`config.mk`:
```
export PLATFORM = sky130hd
export DESIGN_NAME = scan_seq
export DESIGN_NICKNAME = d
export VERILOG_FILES = /design/src/rtl/scan_pkg.sv /design/src/rtl/scan_list_ram.sv /design/src/rtl/scan_fifo.sv /design/src/rtl/scan_engine.sv /design/src/rtl/scan_irq.sv /design/src/rtl/scan_seq.sv
export SDC_FILE = /design/constraint.sdc
export NUM_CORES = 1
export LEC_CHECK = 0
export ABC_AREA = 1
export BUFFER_PORTS_ARGS = -buffer_cell sky130_fd_sc_hd__buf_2
export CAP_MARGIN = 30
export CORE_MARGIN = 5
export CORE_UTILIZATION = 45
export DETAILED_ROUTE_END_ITERATION = 8
export SETUP_SLACK_MARGIN = 0.15
export SLEW_MARGIN = 20
export SYNTH_ARGS = -nofsm -noshare
export SYNTH_HDL_FRONTEND = slang
export SYNTH_SLANG_ARGS = --single-unit
export TNS_END_PERCENT = 20
```
`constraint.sdc`:
```
create_clock -name clk -period 4.8 [get_ports clk]
set_input_delay 0.48 -clock clk [delete_from_list [all_inputs] [get_ports clk]]
set_output_delay 0.48 -clock clk [all_outputs]
set_load 0.05 [all_outputs]
```
`src/rtl/scan_pkg.sv`:
```
`timescale 1ns/1ps
package scan_pkg;
  localparam int BUS_W = 16;

  typedef struct packed {
    logic       unipolar;
    logic [1:0] gain;
    logic [3:0] mux;
  } slot_t;

  typedef enum logic [1:0] {
    ADR_DATA = 2'd0,
    ADR_STAT = 2'd1,
    ADR_LIST = 2'd2,
    ADR_FRST = 2'd3
  } reg_adr_e;

  // control word fields
  localparam int CTL_EXT_BIT   = 15;
  localparam int CTL_GATE_BIT  = 12;
  localparam int CTL_LAST_LSB  = 8;
  localparam int CTL_FIRST_LSB = 0;
  // list word fields
  localparam int LST_IDX_LSB   = 8;
  localparam int LST_UNI_BIT   = 7;
  localparam int LST_GAIN_LSB  = 4;
  localparam int LST_MUX_LSB   = 0;
  // mode word fields
  localparam int MOD_SCAN_BIT  = 3;
  localparam int MOD_EOS_BIT   = 1;
  localparam int MOD_EOC_BIT   = 0;
  // status word fields
  localparam int ST_BUSY_BIT   = 15;
  localparam int ST_EOS_BIT    = 13;
  localparam int ST_EOC_BIT    = 12;
  localparam int ST_OVF_BIT    = 3;
  localparam int ST_FULL_BIT   = 2;
  localparam int ST_EMPTY_BIT  = 1;
endpackage

```
`src/rtl/scan_list_ram.sv`:
```
`timescale 1ns/1ps
module scan_list_ram
  import scan_pkg::*;
#(
  parameter int N_SLOTS = 16,
  localparam int IDX_W = $clog2(N_SLOTS)
) (
  input  logic             clk,
  input  logic             rst_n,
  input  logic             wr_en,
  input  logic [IDX_W-1:0] wr_idx,
  input  slot_t            wr_slot,
  input  logic [IDX_W-1:0] rd_idx,
  output slot_t            rd_slot
);
  slot_t              slots_q [N_SLOTS];
  logic [N_SLOTS-1:0] slot_we;

  for (genvar g = 0; g < N_SLOTS; g++) begin : g_we
    assign slot_we[g] = wr_en && (wr_idx == IDX_W'(g));
  end

  always_ff @(posedge clk or negedge rst_n) begin
    if (!rst_n) begin
      for (int i = 0; i < N_SLOTS; i++) slots_q[i] <= '0;
    end else begin
      for (int i = 0; i < N_SLOTS; i++) begin
        if (slot_we[i]) slots_q[i] <= wr_slot;
      end
    end
  end

  assign rd_slot = slots_q[rd_idx];
endmodule

```
`src/rtl/scan_fifo.sv`:
```
`timescale 1ns/1ps
module scan_fifo #(
  parameter int DEPTH = 16,
  parameter int W     = 16,
  localparam int AW   = (DEPTH > 1) ? $clog2(DEPTH) : 1,
  localparam int CW   = $clog2(DEPTH + 1)
) (
  input  logic         clk,
  input  logic         rst_n,
  input  logic         push,
  input  logic         pop,
  input  logic         clr,
  input  logic [W-1:0] din,
  output logic [W-1:0] dout,
  output logic         full,
  output logic         empty,
  output logic         ovf
);
  logic [W-1:0]  mem [DEPTH];
  logic [AW-1:0] wp_q, wp_d, rp_q, rp_d;
  logic [CW-1:0] cnt_q, cnt_d;
  logic          ovf_q, ovf_d;
  logic          push_ok, pop_ok;

  function automatic logic [AW-1:0] bump(input logic [AW-1:0] p);
    return (p == AW'(DEPTH - 1)) ? '0 : p + AW'(1);
  endfunction

  assign full  = (cnt_q == CW'(DEPTH));
  assign empty = (cnt_q == '0);
  assign ovf   = ovf_q;
  assign dout  = mem[rp_q];

  always_comb begin
    pop_ok  = pop && !clr && !empty;
    push_ok = push && !clr && (!full || pop_ok);
    wp_d    = wp_q;
    rp_d    = rp_q;
    cnt_d   = cnt_q;
    ovf_d   = ovf_q;
    if (clr) begin
      wp_d  = '0;
      rp_d  = '0;
      cnt_d = '0;
      ovf_d = 1'b0;
    end else begin
      if (push && !push_ok) ovf_d = 1'b1;
      if (push_ok) wp_d = bump(wp_q);
      if (pop_ok)  rp_d = bump(rp_q);
      case ({push_ok, pop_ok})
        2'b10:   cnt_d = cnt_q + CW'(1);
        2'b01:   cnt_d = cnt_q - CW'(1);
        default: cnt_d = cnt_q;
      endcase
    end
  end

  always_ff @(posedge clk or negedge rst_n) begin
    if (!rst_n) begin
      wp_q  <= '0;
      rp_q  <= '0;
      cnt_q <= '0;
      ovf_q <= 1'b0;
    end else begin
      wp_q  <= wp_d;
      rp_q  <= rp_d;
      cnt_q <= cnt_d;
      ovf_q <= ovf_d;
    end
  end

  always_ff @(posedge clk) begin
    if (push_ok) mem[wp_q] <= din;
  end
endmodule

```
`src/rtl/scan_engine.sv`:
```
`timescale 1ns/1ps
module scan_engine
  import scan_pkg::*;
#(
  parameter int IDX_W = 4
) (
  input  logic             clk,
  input  logic             rst_n,
  input  logic             ctrl_wr,
  input  logic [IDX_W-1:0] ctrl_first,
  input  logic [IDX_W-1:0] ctrl_last,
  input  logic             ctrl_gate,
  input  logic             ctrl_ext,
  input  logic             scan_en,
  input  logic             conv_tick,
  input  logic             ext_trig,
  input  logic             adc_done,
  input  slot_t            slot_rd,
  output logic [IDX_W-1:0] ptr,
  output logic             busy,
  output logic             conv_go,
  output slot_t            slot_cur,
  output logic             done_acc,
  output logic             eos_hit,
  output logic             ext_en,
  output logic             armed
);
  logic [IDX_W-1:0] first_q, first_d, last_q, last_d, ptr_q, ptr_d;
  logic             gate_q, gate_d, ext_q, ext_d, armed_q, armed_d;
  logic             busy_q, busy_d, go_q, go_d;
  slot_t            cur_q, cur_d;
  logic             launch;

  assign done_acc = adc_done && busy_q;
  assign eos_hit  = done_acc && (!scan_en || (ptr_q == last_q));
  assign launch   = conv_tick && gate_q && (!ext_q || armed_q) && !busy_q && !ctrl_wr;

  always_comb begin
    first_d = first_q;
    last_d  = last_q;
    ptr_d   = ptr_q;
    gate_d  = gate_q;
    ext_d   = ext_q;
    armed_d = armed_q;
    busy_d  = busy_q;
    cur_d   = cur_q;
    go_d    = 1'b0;
    if (ext_q && ext_trig) armed_d = 1'b1;
    if (launch) begin
      busy_d = 1'b1;
      go_d   = 1'b1;
      cur_d  = slot_rd;
    end
    if (done_acc) begin
      busy_d = 1'b0;
      ptr_d  = eos_hit ? first_q : ptr_q + IDX_W'(1);
    end
    if (ctrl_wr) begin
      first_d = ctrl_first;
      last_d  = ctrl_last;
      gate_d  = ctrl_gate;
      ext_d   = ctrl_ext;
      ptr_d   = ctrl_first;
      armed_d = 1'b0;
    end
  end

  always_ff @(posedge clk or negedge rst_n) begin
    if (!rst_n) begin
      first_q <= '0;
      last_q  <= '0;
      ptr_q   <= '0;
      gate_q  <= 1'b0;
      ext_q   <= 1'b0;
      armed_q <= 1'b0;
      busy_q  <= 1'b0;
      go_q    <= 1'b0;
      cur_q   <= '0;
    end else begin
      first_q <= first_d;
      last_q  <= last_d;
      ptr_q   <= ptr_d;
      gate_q  <= gate_d;
      ext_q   <= ext_d;
      armed_q <= armed_d;
      busy_q  <= busy_d;
      go_q    <= go_d;
      cur_q   <= cur_d;
    end
  end

  assign ptr      = ptr_q;
  assign busy     = busy_q;
  assign conv_go  = go_q;
  assign slot_cur = cur_q;
  assign ext_en   = ext_q;
  assign armed    = armed_q;
endmodule

```
`src/rtl/scan_irq.sv`:
```
`timescale 1ns/1ps
module scan_irq (
  input  logic clk,
  input  logic rst_n,
  input  logic mode_wr,
  input  logic mode_scan,
  input  logic mode_eos_ie,
  input  logic mode_eoc_ie,
  input  logic stat_rd,
  input  logic eoc_evt,
  input  logic eos_evt,
  output logic scan_en,
  output logic eoc_pend,
  output logic eos_pend,
  output logic irq
);
  logic scan_q, scan_d, eos_ie_q, eos_ie_d, eoc_ie_q, eoc_ie_d;
  logic eoc_q, eoc_d, eos_q, eos_d;

  always_comb begin
    scan_d   = scan_q;
    eos_ie_d = eos_ie_q;
    eoc_ie_d = eoc_ie_q;
    if (mode_wr) begin
      scan_d   = mode_scan;
      eos_ie_d = mode_eos_ie;
      eoc_ie_d = mode_eoc_ie;
    end
    // a new event in the same cycle as a status read is kept
    eoc_d = eoc_evt ? 1'b1 : (stat_rd ? 1'b0 : eoc_q);
    eos_d = eos_evt ? 1'b1 : (stat_rd ? 1'b0 : eos_q);
  end

  always_ff @(posedge clk or negedge rst_n) begin
    if (!rst_n) begin
      scan_q   <= 1'b0;
      eos_ie_q <= 1'b0;
      eoc_ie_q <= 1'b0;
      eoc_q    <= 1'b0;
      eos_q    <= 1'b0;
    end else begin
      scan_q   <= scan_d;
      eos_ie_q <= eos_ie_d;
      eoc_ie_q <= eoc_ie_d;
      eoc_q    <= eoc_d;
      eos_q    <= eos_d;
    end
  end

  assign scan_en  = scan_q;
  assign eoc_pend = eoc_q;
  assign eos_pend = eos_q;
  assign irq      = (eos_q && eos_ie_q) || (eoc_q && eoc_ie_q);
endmodule

```
`src/rtl/scan_seq.sv`:
```
`timescale 1ns/1ps
module scan_seq
  import scan_pkg::*;
#(
  parameter int N_SLOTS    = 16,
  parameter int FIFO_DEPTH = 16,
  parameter int SAMPLE_W   = 16
) (
  input  logic                clk,
  input  logic                rst_n,
  input  logic [1:0]          bus_addr,
  input  logic                bus_wr,
  input  logic                bus_rd,
  input  logic [BUS_W-1:0]    bus_wdata,
  output logic [BUS_W-1:0]    bus_rdata,
  input  logic                conv_tick,
  input  logic                ext_trig,
  input  logic                adc_done,
  input  logic [SAMPLE_W-1:0] adc_data,
  output logic                conv_go,
  output logic [3:0]          mux_sel,
  output logic [1:0]          gain_code,
  output logic                unipolar,
  output logic                irq
);
  localparam int IDX_W = $clog2(N_SLOTS);

  // reset: asserted at once, released on a clock edge
  logic [1:0] rst_pipe_q;
  logic       rst_sync_n;
  always_ff @(posedge clk or negedge rst_n) begin
    if (!rst_n) rst_pipe_q <= '0;
    else        rst_pipe_q <= {rst_pipe_q[0], 1'b1};
  end
  assign rst_sync_n = rst_pipe_q[1];

  // bus decode
  logic ctrl_wr, mode_wr, list_wr, fifo_pop, stat_rd, fifo_clr;
  assign ctrl_wr  = bus_wr && (bus_addr == ADR_DATA);
  assign mode_wr  = bus_wr && (bus_addr == ADR_STAT);
  assign list_wr  = bus_wr && (bus_addr == ADR_LIST);
  assign fifo_pop = bus_rd && (bus_addr == ADR_DATA);
  assign stat_rd  = bus_rd && (bus_addr == ADR_STAT);
  assign fifo_clr = bus_rd && (bus_addr == ADR_FRST);

  logic unused_wdata;
  assign unused_wdata = ^{bus_wdata[14:13], bus_wdata[6]};

  slot_t wr_slot;
  assign wr_slot.unipolar = bus_wdata[LST_UNI_BIT];
  assign wr_slot.gain     = bus_wdata[LST_GAIN_LSB +: 2];
  assign wr_slot.mux      = bus_wdata[LST_MUX_LSB +: 4];

  logic [IDX_W-1:0] ptr;
  slot_t            slot_rd, slot_cur;
  logic             busy, done_acc, eos_hit, ext_en, armed, scan_en;
  logic             eoc_pend, eos_pend;
  logic             fifo_full, fifo_empty, fifo_ovf;
  logic [SAMPLE_W-1:0] fifo_dout;

  scan_list_ram #(.N_SLOTS(N_SLOTS)) u_list (
    .clk     (clk),
    .rst_n   (rst_sync_n),
    .wr_en   (list_wr),
    .wr_idx  (bus_wdata[LST_IDX_LSB +: IDX_W]),
    .wr_slot (wr_slot),
    .rd_idx  (ptr),
    .rd_slot (slot_rd)
  );

  scan_engine #(.IDX_W(IDX_W)) u_engine (
    .clk        (clk),
    .rst_n      (rst_sync_n),
    .ctrl_wr    (ctrl_wr),
    .ctrl_first (bus_wdata[CTL_FIRST_LSB +: IDX_W]),
    .ctrl_last  (bus_wdata[CTL_LAST_LSB +: IDX_W]),
    .ctrl_gate  (bus_wdata[CTL_GATE_BIT]),
    .ctrl_ext   (bus_wdata[CTL_EXT_BIT]),
    .scan_en    (scan_en),
    .conv_tick  (conv_tick),
    .ext_trig   (ext_trig),
    .adc_done   (adc_done),
    .slot_rd    (slot_rd),
    .ptr        (ptr),
    .busy       (busy),
    .conv_go    (conv_go),
    .slot_cur   (slot_cur),
    .done_acc   (done_acc),
    .eos_hit    (eos_hit),
    .ext_en     (ext_en),
    .armed      (armed)
  );

  scan_fifo #(.DEPTH(FIFO_DEPTH), .W(SAMPLE_W)) u_fifo (
    .clk   (clk),
    .rst_n (rst_sync_n),
    .push  (done_acc),
    .pop   (fifo_pop),
    .clr   (fifo_clr),
    .din   (adc_data),
    .dout  (fifo_dout),
    .full  (fifo_full),
    .empty (fifo_empty),
    .ovf   (fifo_ovf)
  );

  scan_irq u_irq (
    .clk         (clk),
    .rst_n       (rst_sync_n),
    .mode_wr     (mode_wr),
    .mode_scan   (bus_wdata[MOD_SCAN_BIT]),
    .mode_eos_ie (bus_wdata[MOD_EOS_BIT]),
    .mode_eoc_ie (bus_wdata[MOD_EOC_BIT]),
    .stat_rd     (stat_rd),
    .eoc_evt     (done_acc),
    .eos_evt     (eos_hit),
    .scan_en     (scan_en),
    .eoc_pend    (eoc_pend),
    .eos_pend    (eos_pend),
    .irq         (irq)
  );

  // status word
  logic [BUS_W-1:0] status;
  always_comb begin
    status               = '0;
    status[ST_BUSY_BIT]  = busy;
    status[ST_EOS_BIT]   = eos_pend;
    status[ST_EOC_BIT]   = eoc_pend;
    status[ST_OVF_BIT]   = fifo_ovf;
    status[ST_FULL_BIT]  = fifo_full;
    status[ST_EMPTY_BIT] = fifo_empty;
  end

  // registered read data
  logic [BUS_W-1:0] rdata_q, rdata_d;
  always_comb begin
    rdata_d = rdata_q;
    if (bus_rd) begin
      case (bus_addr)
        ADR_DATA: rdata_d = fifo_empty ? '0 : BUS_W'(fifo_dout);
        ADR_STAT: rdata_d = status;
        default:  rdata_d = '0;
      endcase
    end
  end

  always_ff @(posedge clk or negedge rst_sync_n) begin
    if (!rst_sync_n) rdata_q <= '0;
    else             rdata_q <= rdata_d;
  end

  assign bus_rdata = rdata_q;
  assign mux_sel   = slot_cur.mux;
  assign gain_code = slot_cur.gain;
  assign unipolar  = slot_cur.unipolar;
endmodule

```
== Word-level counts from Yosys, hierarchy flattened ==
Memory sizes are Yosys's and may differ from the RTL's.
Index checks and enable logic that the tools add are counted.

* Div/mod/pow operators: 0
* Multiply operators: 0
* Equality and inequality tests: 24
* Add/subtract/negate cells: 5
* Magnitude comparators: 1
* Reduce and logical (&&, ||, !) cells: 60
* Bitwise logic cells: 1
* Shift operators: 0
* Mux-type cells: 28

{| class="wikitable"
|+ Operators with widths
! operator !! count
|-
| 4-bit equality test (second input constant) || 10
|-
| 1-bit logical AND || 36
|-
| 4-bit two-way mux || 9
|-
| 16-bit case mux with 2 select lines || 1
|-
| 7-bit binary-select mux with 4-bit select || 1
|-
| 4-bit by 3-bit equality test with 1-bit output (second input constant) || 4
|-
| 16-bit two-way mux || 1
|-
| 2-bit nonzero test || 8
|-
| 7-bit two-way mux || 2
|-
| 4-bit by 1-bit adder with 4-bit output (second input constant) || 3
|-
| 1-bit two-way mux || 12
|-
| 5-bit case mux with 2 select lines || 1
|-
| 4-bit by 2-bit equality test with 1-bit output (second input constant) || 2
|-
| 1-bit logical NOT || 8
|-
| 2-bit equality test (second input constant) || 3
|-
| 5-bit by 1-bit adder with 5-bit output (second input constant) || 1
|-
| 5-bit equality test (second input constant) || 1
|-
| 5-bit >= comparator (second input constant) || 1
|-
| 5-bit logical NOT || 1
|-
| 5-bit two-way mux || 1
|-
| 4-bit inverter with 5-bit output || 1
|-
| 5-bit by 1-bit subtractor with 5-bit output (second input constant) || 1
|-
| 2-bit by 1-bit equality test with 1-bit output (second input constant) || 2
|-
| 4-bit by 1-bit equality test with 1-bit output (second input constant) || 1
|-
| 5 further kinds || 8
|}

* RAM bits: 256
* Latch bits: 0
* Register bits after elaboration: 173
* Memories: 1
* Bits in read-only memories: 0
* Logic and storage cells: 190
* Output and inout bits: 25

{| class="wikitable"
|+ Memory list
! name !! depth !! width !! rd ports !! clocked after memory_dff !! wr ports !! RTL line !! RTL
|-
| u_fifo.mem || 16 || 16 || 1 || 0 || 1 || scan_fifo.sv:19 || <nowiki>logic [W-1:0] mem [DEPTH];</nowiki>
|}

== Longest topological paths before layout ==
* Word-level depth: 11
* Mapped depth: 14

== Cells and area by module ==
From an unflattened synthesis, not the netlist that was laid out.

* Cells, all modules: 1899
* Area, all modules: 18781.8 sq um

{| class="wikitable"
|+ By module, submodules not included
! module !! area each (sq um) !! cells each !! seq. area each (sq um) !! instances
|-
| scan_fifo || 11104.4 || 899 || 8037.7 || 1
|-
| scan_list_ram || 5497.8 || 735 || 2802.7 || 1
|-
| scan_engine || 1129.8 || 144 || 600.6 || 1
|-
| scan_seq || 849.6 || 96 || 450.4 || 1
|-
| scan_irq || 200.2 || 25 || 125.1 || 1
|}

== Worst setup path after synthesis ==
OpenSTA, ideal clock, no wires.

* Kind: input to register
* From: input bus_addr[0]
* To: memory u_fifo.mem[0][0], enable pin
* Buffers on the path: 0
* Arrival time: 1.947 ns
* Cell stages on the path: 7
* Required time: 4.412 ns
* Path slack: 2.464 ns
* Cell sequence: nor2_1 nand3_2 nand2_1 nand2_1 inv_2 nand2_1 nor2_1

* Word-level cells in the longest chain between the ends: 9
* Elaborated cells between the ends (all ways): 12

{| class="wikitable"
|+ Ends and longest elaborated chain
! element !! RTL line !! RTL
|-
| start, declared || scan_seq.sv:11 || <nowiki>input logic [1:0] bus_addr,</nowiki>
|-
| 2-bit equality test || scan_seq.sv:44 || <nowiki>assign fifo_clr = bus_rd && (bus_addr == ADR_FRST);</nowiki>
|-
| 1-bit logical AND || scan_seq.sv:44 ||
|-
| 1-bit logical NOT || scan_fifo.sv:35, scan_fifo.sv:36 ||
|-
| 1-bit logical AND (2 in series) || scan_fifo.sv:35 || <nowiki>pop_ok = pop && !clr && !empty;</nowiki>
|-
| 1-bit logical OR || scan_fifo.sv:36 || <nowiki>push_ok = push && !clr && (!full || pop_ok);</nowiki>
|-
| 1-bit logical AND * || scan_fifo.sv:36 ||
|-
| 1-bit two-way mux * || scan_fifo.sv:73 || <nowiki>if (push_ok) mem[wp_q] <= din;</nowiki>
|-
| 1-bit two-way mux (not written as such) * || scan_fifo.sv:73 ||
|-
| end, declared || scan_fifo.sv:19 ||
|}

Every way passes the cells marked *; elsewhere a longest branch is shown, timed or not.

== Worst setup path after layout ==
* From: register u_fifo.rp_q[0]
* To: register rdata_q[7] (netlist: bus_rdata[7])

* Word-level cells in the longest chain between the ends: 3

{| class="wikitable"
|+ Ends and longest elaborated chain
! element !! RTL line !! RTL
|-
| start, declared || scan_fifo.sv:20 || <nowiki>logic [AW-1:0] wp_q, wp_d, rp_q, rp_d;</nowiki>
|-
| start signal, assigned || scan_fifo.sv:66 || <nowiki>rp_q <= rp_d;</nowiki>
|-
| memory 16 x 16 bit || -- ||
|-
| 16-bit two-way mux || scan_seq.sv:141 || <nowiki>ADR_DATA: rdata_d = fifo_empty ? '0 : BUS_W'(fifo_dout);</nowiki>
|-
| 16-bit case mux with 2 select lines || scan_seq.sv:140 || <nowiki>case (bus_addr)</nowiki>
|-
| end signal, assigned || scan_seq.sv:150 || <nowiki>else rdata_q <= rdata_d;</nowiki>
|-
| end, declared || scan_seq.sv:136 || <nowiki>logic [BUS_W-1:0] rdata_q, rdata_d;</nowiki>
|}

No other way between the ends.
A chain may end at the register's enable or synchronous reset.

==> metrics.yaml <==
status: "finished clean"
place_congestion: 0.785
clock.fmax_mhz: 314
dp_slack_ns: 1.56
fin_skew_ns: 0.0166
hold_class: "in2reg"
clk_pin_slew_worst_paths_ns: 0.06
via_per_inst: 5.35
avgSynthCellArea_um2: 10.2
grt_pass1_wl_mm: 70.1
top_layer: "met5"
synth_edf_count: 256
dp_cells: 2323
tightestPinTransition_ns: 0.946
comb_power_share_pct: 26.0
area_growth_pct: 12.6
synth-main-ff-cell: "edfxtp_1"
io_buffers: 62
rsz0062_at_grt: "no"
ys.warnings.count: 0
critPathMaxFanout: 77
cts_buffers: 46
cts_resized: 0
drive_gt1_share_pct: 11.4
ant_nets: 0
wl_mm: 45.1
switching_share_pct: 34.2
design.die.area_mm2: 0.0451
netlist_area_mm2: 0.0184
antenna_cells: 0
fin_ws_ns: 1.61
cts_setup_buffers: 0
cap_violations: 0
switchingPower_uw: 3750
clk_latency_ns: 0.58
ir_worst_vdd_mv: 0.344
antenna_found_initial: 1
synthDistinctLibCells: 40
num_rows: 74
grt_max_degree: 78
r2r_slack_ns: 1.61
pwr_density_cell_mw_per_mm2: 528
vias: 12900
pwr-share-clk_pct: 32.4
ios: 66
setup_viol: 0
die_h_um: 212
cp_data_arrival_time_ns: 3.65
required_ns: 5.26
root_buffer: "clkbuf_16"
final_core_util_pct: 51.1
cts_num_sinks: 429
final_nets: 1895
initial_core_util_pct: 45.4
min_period_ns: 3.19
synthArstFlopShare_pct: 40.3
cts_tree: "built"
grt_usage_pct: 19.9
power_frac_seq_pct: 41.6
relSlewSlack_pct: 36.9
dp_hpwl_mm: 27.3
fin_crit_sh_pct: 66.4
dr_wl_met3_mm: 2.94
drc: 0
cts_htree_levels: 2
internal_power_uw: 7220
drt_iter0_markers: 1418
syn-instance-count: 1806
finalHoldViolCount: 0
layoutNonFillerInstCount: 2413
seq_area_frac_synth_pct: 65.2
worst_setup_path_start_kind: "flip-flop"
dr.pass1.iters: 5
die_w_um: 212
p_total_uw: 11000
grt_pass1_vias: 12100
synth_seq_cells: 429
syn-num-nets: 1857
p_leak_uw: 0.00838
slew_viol_final: 0
routedWlPerCell_um: 18.7
clockBufferDepth: 3
coreArea_mm2: 0.0406
worstSetupEndpointType: "flip-flop"
met2_length_mm: 20.7
critical_path_class: "reg2reg"
grt_overflow_total: 0
drt-met1-wl_mm: 20.5
finalSetupTns_ns: 0
-- path summary, 6_finish.rpt --
check | start | cells after the start | to
worst max-delay path | u_fifo.rp_q[0] | 10 | bus_rdata[7]
worst min register to register | rst_pipe_q[0] | 0 | rst_pipe_q[1]
worst max register to register | u_fifo.rp_q[0] | 10 | bus_rdata[7]
max in group asynchronous | rst_pipe_q[1] | 1 | u_fifo.rp_q[0]
worst min-delay path | bus_wdata[15] | 3 | u_engine.ext_en
min in group asynchronous | rst_n | 2 | rst_pipe_q[0]
-- per-layer routing --
layer | vias up | track usage, %
met5 | - | 0
met4 | 2 | 5.03
met3 | 64 | 4.31
met2 | 345 | 31.0
met1 | 6290 | 28.9
li1 | 6215 | -
-- per-stage QoR --
| stage | hold slack, ns | area [um^2] |
|---|---|---|
| 6_report | 0.102 | 20800 |
| 5_1_grt | 0.0951 | 20800 |
| 4_1_cts | 0.0745 | 20700 |
| 3_5_place_dp | 0.266 | 19200 |
| 3_3_place_gp | 0.265 | 19100 |
| 2_1_floorplan | 0.184 | 18400 |
-- state kept, by name (all words and copies together), names as in the netlist --
name,count
u_engine.armed,1
u_fifo.wp_q,4
u_irq.scan_en,1
u_irq.eoc_pend,1
u_engine.busy,1
u_irq.eos_ie_q,1
u_engine.ptr,4
u_engine.slot_cur,7
u_engine.conv_go,1
u_fifo.mem,256
u_engine.ext_en,1
u_fifo.ovf,1
u_engine.first_q,4
u_list.slots_q,112
rst_pipe_q,2
bus_rdata,16
u_fifo.rp_q,4
u_engine.gate_q,1
u_irq.eoc_ie_q,1
u_irq.eos_pend,1
u_fifo.cnt_q,5
u_engine.last_q,4
-- critical path, stage by stage (launching register included) --
cell	delay [ns]
dfrtp_4	0.86
clkinv_2	0.80
buf_12	0.48
o21ai_0	0.23
o21ai_0	0.11
nand2_1	0.10
nand2_1	0.07
inv_1	0.09
nand2_1	0.06
nand2_1	0.09
nand2_1	0.08
-- cells in the final DEF (no fill, tap or decap), drive strengths merged --
cell type      n
clkbuf        65
nand3b         1
nor4           1
xor2           4
nor3           3
a22o           1
a22oi          1
nand2        361
o211ai        65
buf           91
xnor2          1
o2111ai        1
o21bai         2
bufinv         5
dlygate4sd3    1
clkinv        14
fa             1
o22ai          2
dfrtp        173
o21ai        342
inv          101
nand4          6
clkinvlp       1
a211oi         1
ha             9
nand3         64
edfxtp       256
nor2         299
conb           1
a21oi          8
-- synth_stat cells, drive strengths merged, types with 2 or more instances --
| cell type | instances | area share [%] |
|---|---|---|
| ha | 9 | 0.61 |
| o21bai | 2 | 0.081 |
| o21ai | 342 | 9.6 |
| buf | 62 | 2.1 |
| nor3 | 3 | 0.20 |
| xor2 | 4 | 0.19 |
| nand4 | 6 | 0.20 |
| clkbuf | 40 | 0.83 |
| inv | 100 | 2.0 |
| edfxtp | 256 | 42 |
| nor2 | 299 | 6.2 |
| nand3 | 64 | 1.9 |
| a21oi | 8 | 0.22 |
| o22ai | 2 | 0.068 |
| dfrtp | 173 | 23 |
| o211ai | 65 | 2.6 |
| nand2 | 361 | 7.5 |
-- power by group through the flow --
stage | Combinational [uW] | Clock (uW) | Sequential, uW
floorplan | 2010 | 0 | 4660
global placement | 2820 | 0 | 4630
detailed placement | 2850 | 0 | 4640
CTS | 2870 | 3640 | 4570
global route | 3210 | 3800 | 4610
finish | 2850 | 3560 | 4570
-- logic make-up (layout without fill, tap and decap cells) --
family          Yosys count  count (layout)  share of synthesized area [%]
compound gates          423             423                           12.8
fa+ha+maj                10              10                          0.719
other cells               1               1                         0.0203
flops                   429             429                           65.2
buf+inv                 203             278                           4.99
xor+xnor                  5               5                          0.238
simple gates            735             735                           16.1
-- area by class of cell --
| class | count | area (um^2) |
|---|---|---|
| clock buffer | 65 | 1270 |
| clock inverter | 20 | 241 |
| fill | 3638 | 19900 |
| inverter | 101 | 380 |
| multi-input combinational | 1174 | 5540 |
| sequential | 429 | 12000 |
| tap | 532 | 666 |
| timing repair buffer | 92 | 638 |
-- repair_timing --
item / in CTS / in global routing
setup endpoints to repair: 0 / 0
hold endpoints to repair: 2 / 0
hold buffers: 1 / 0
No activity file was read; power rests on OpenSTA's default activity.
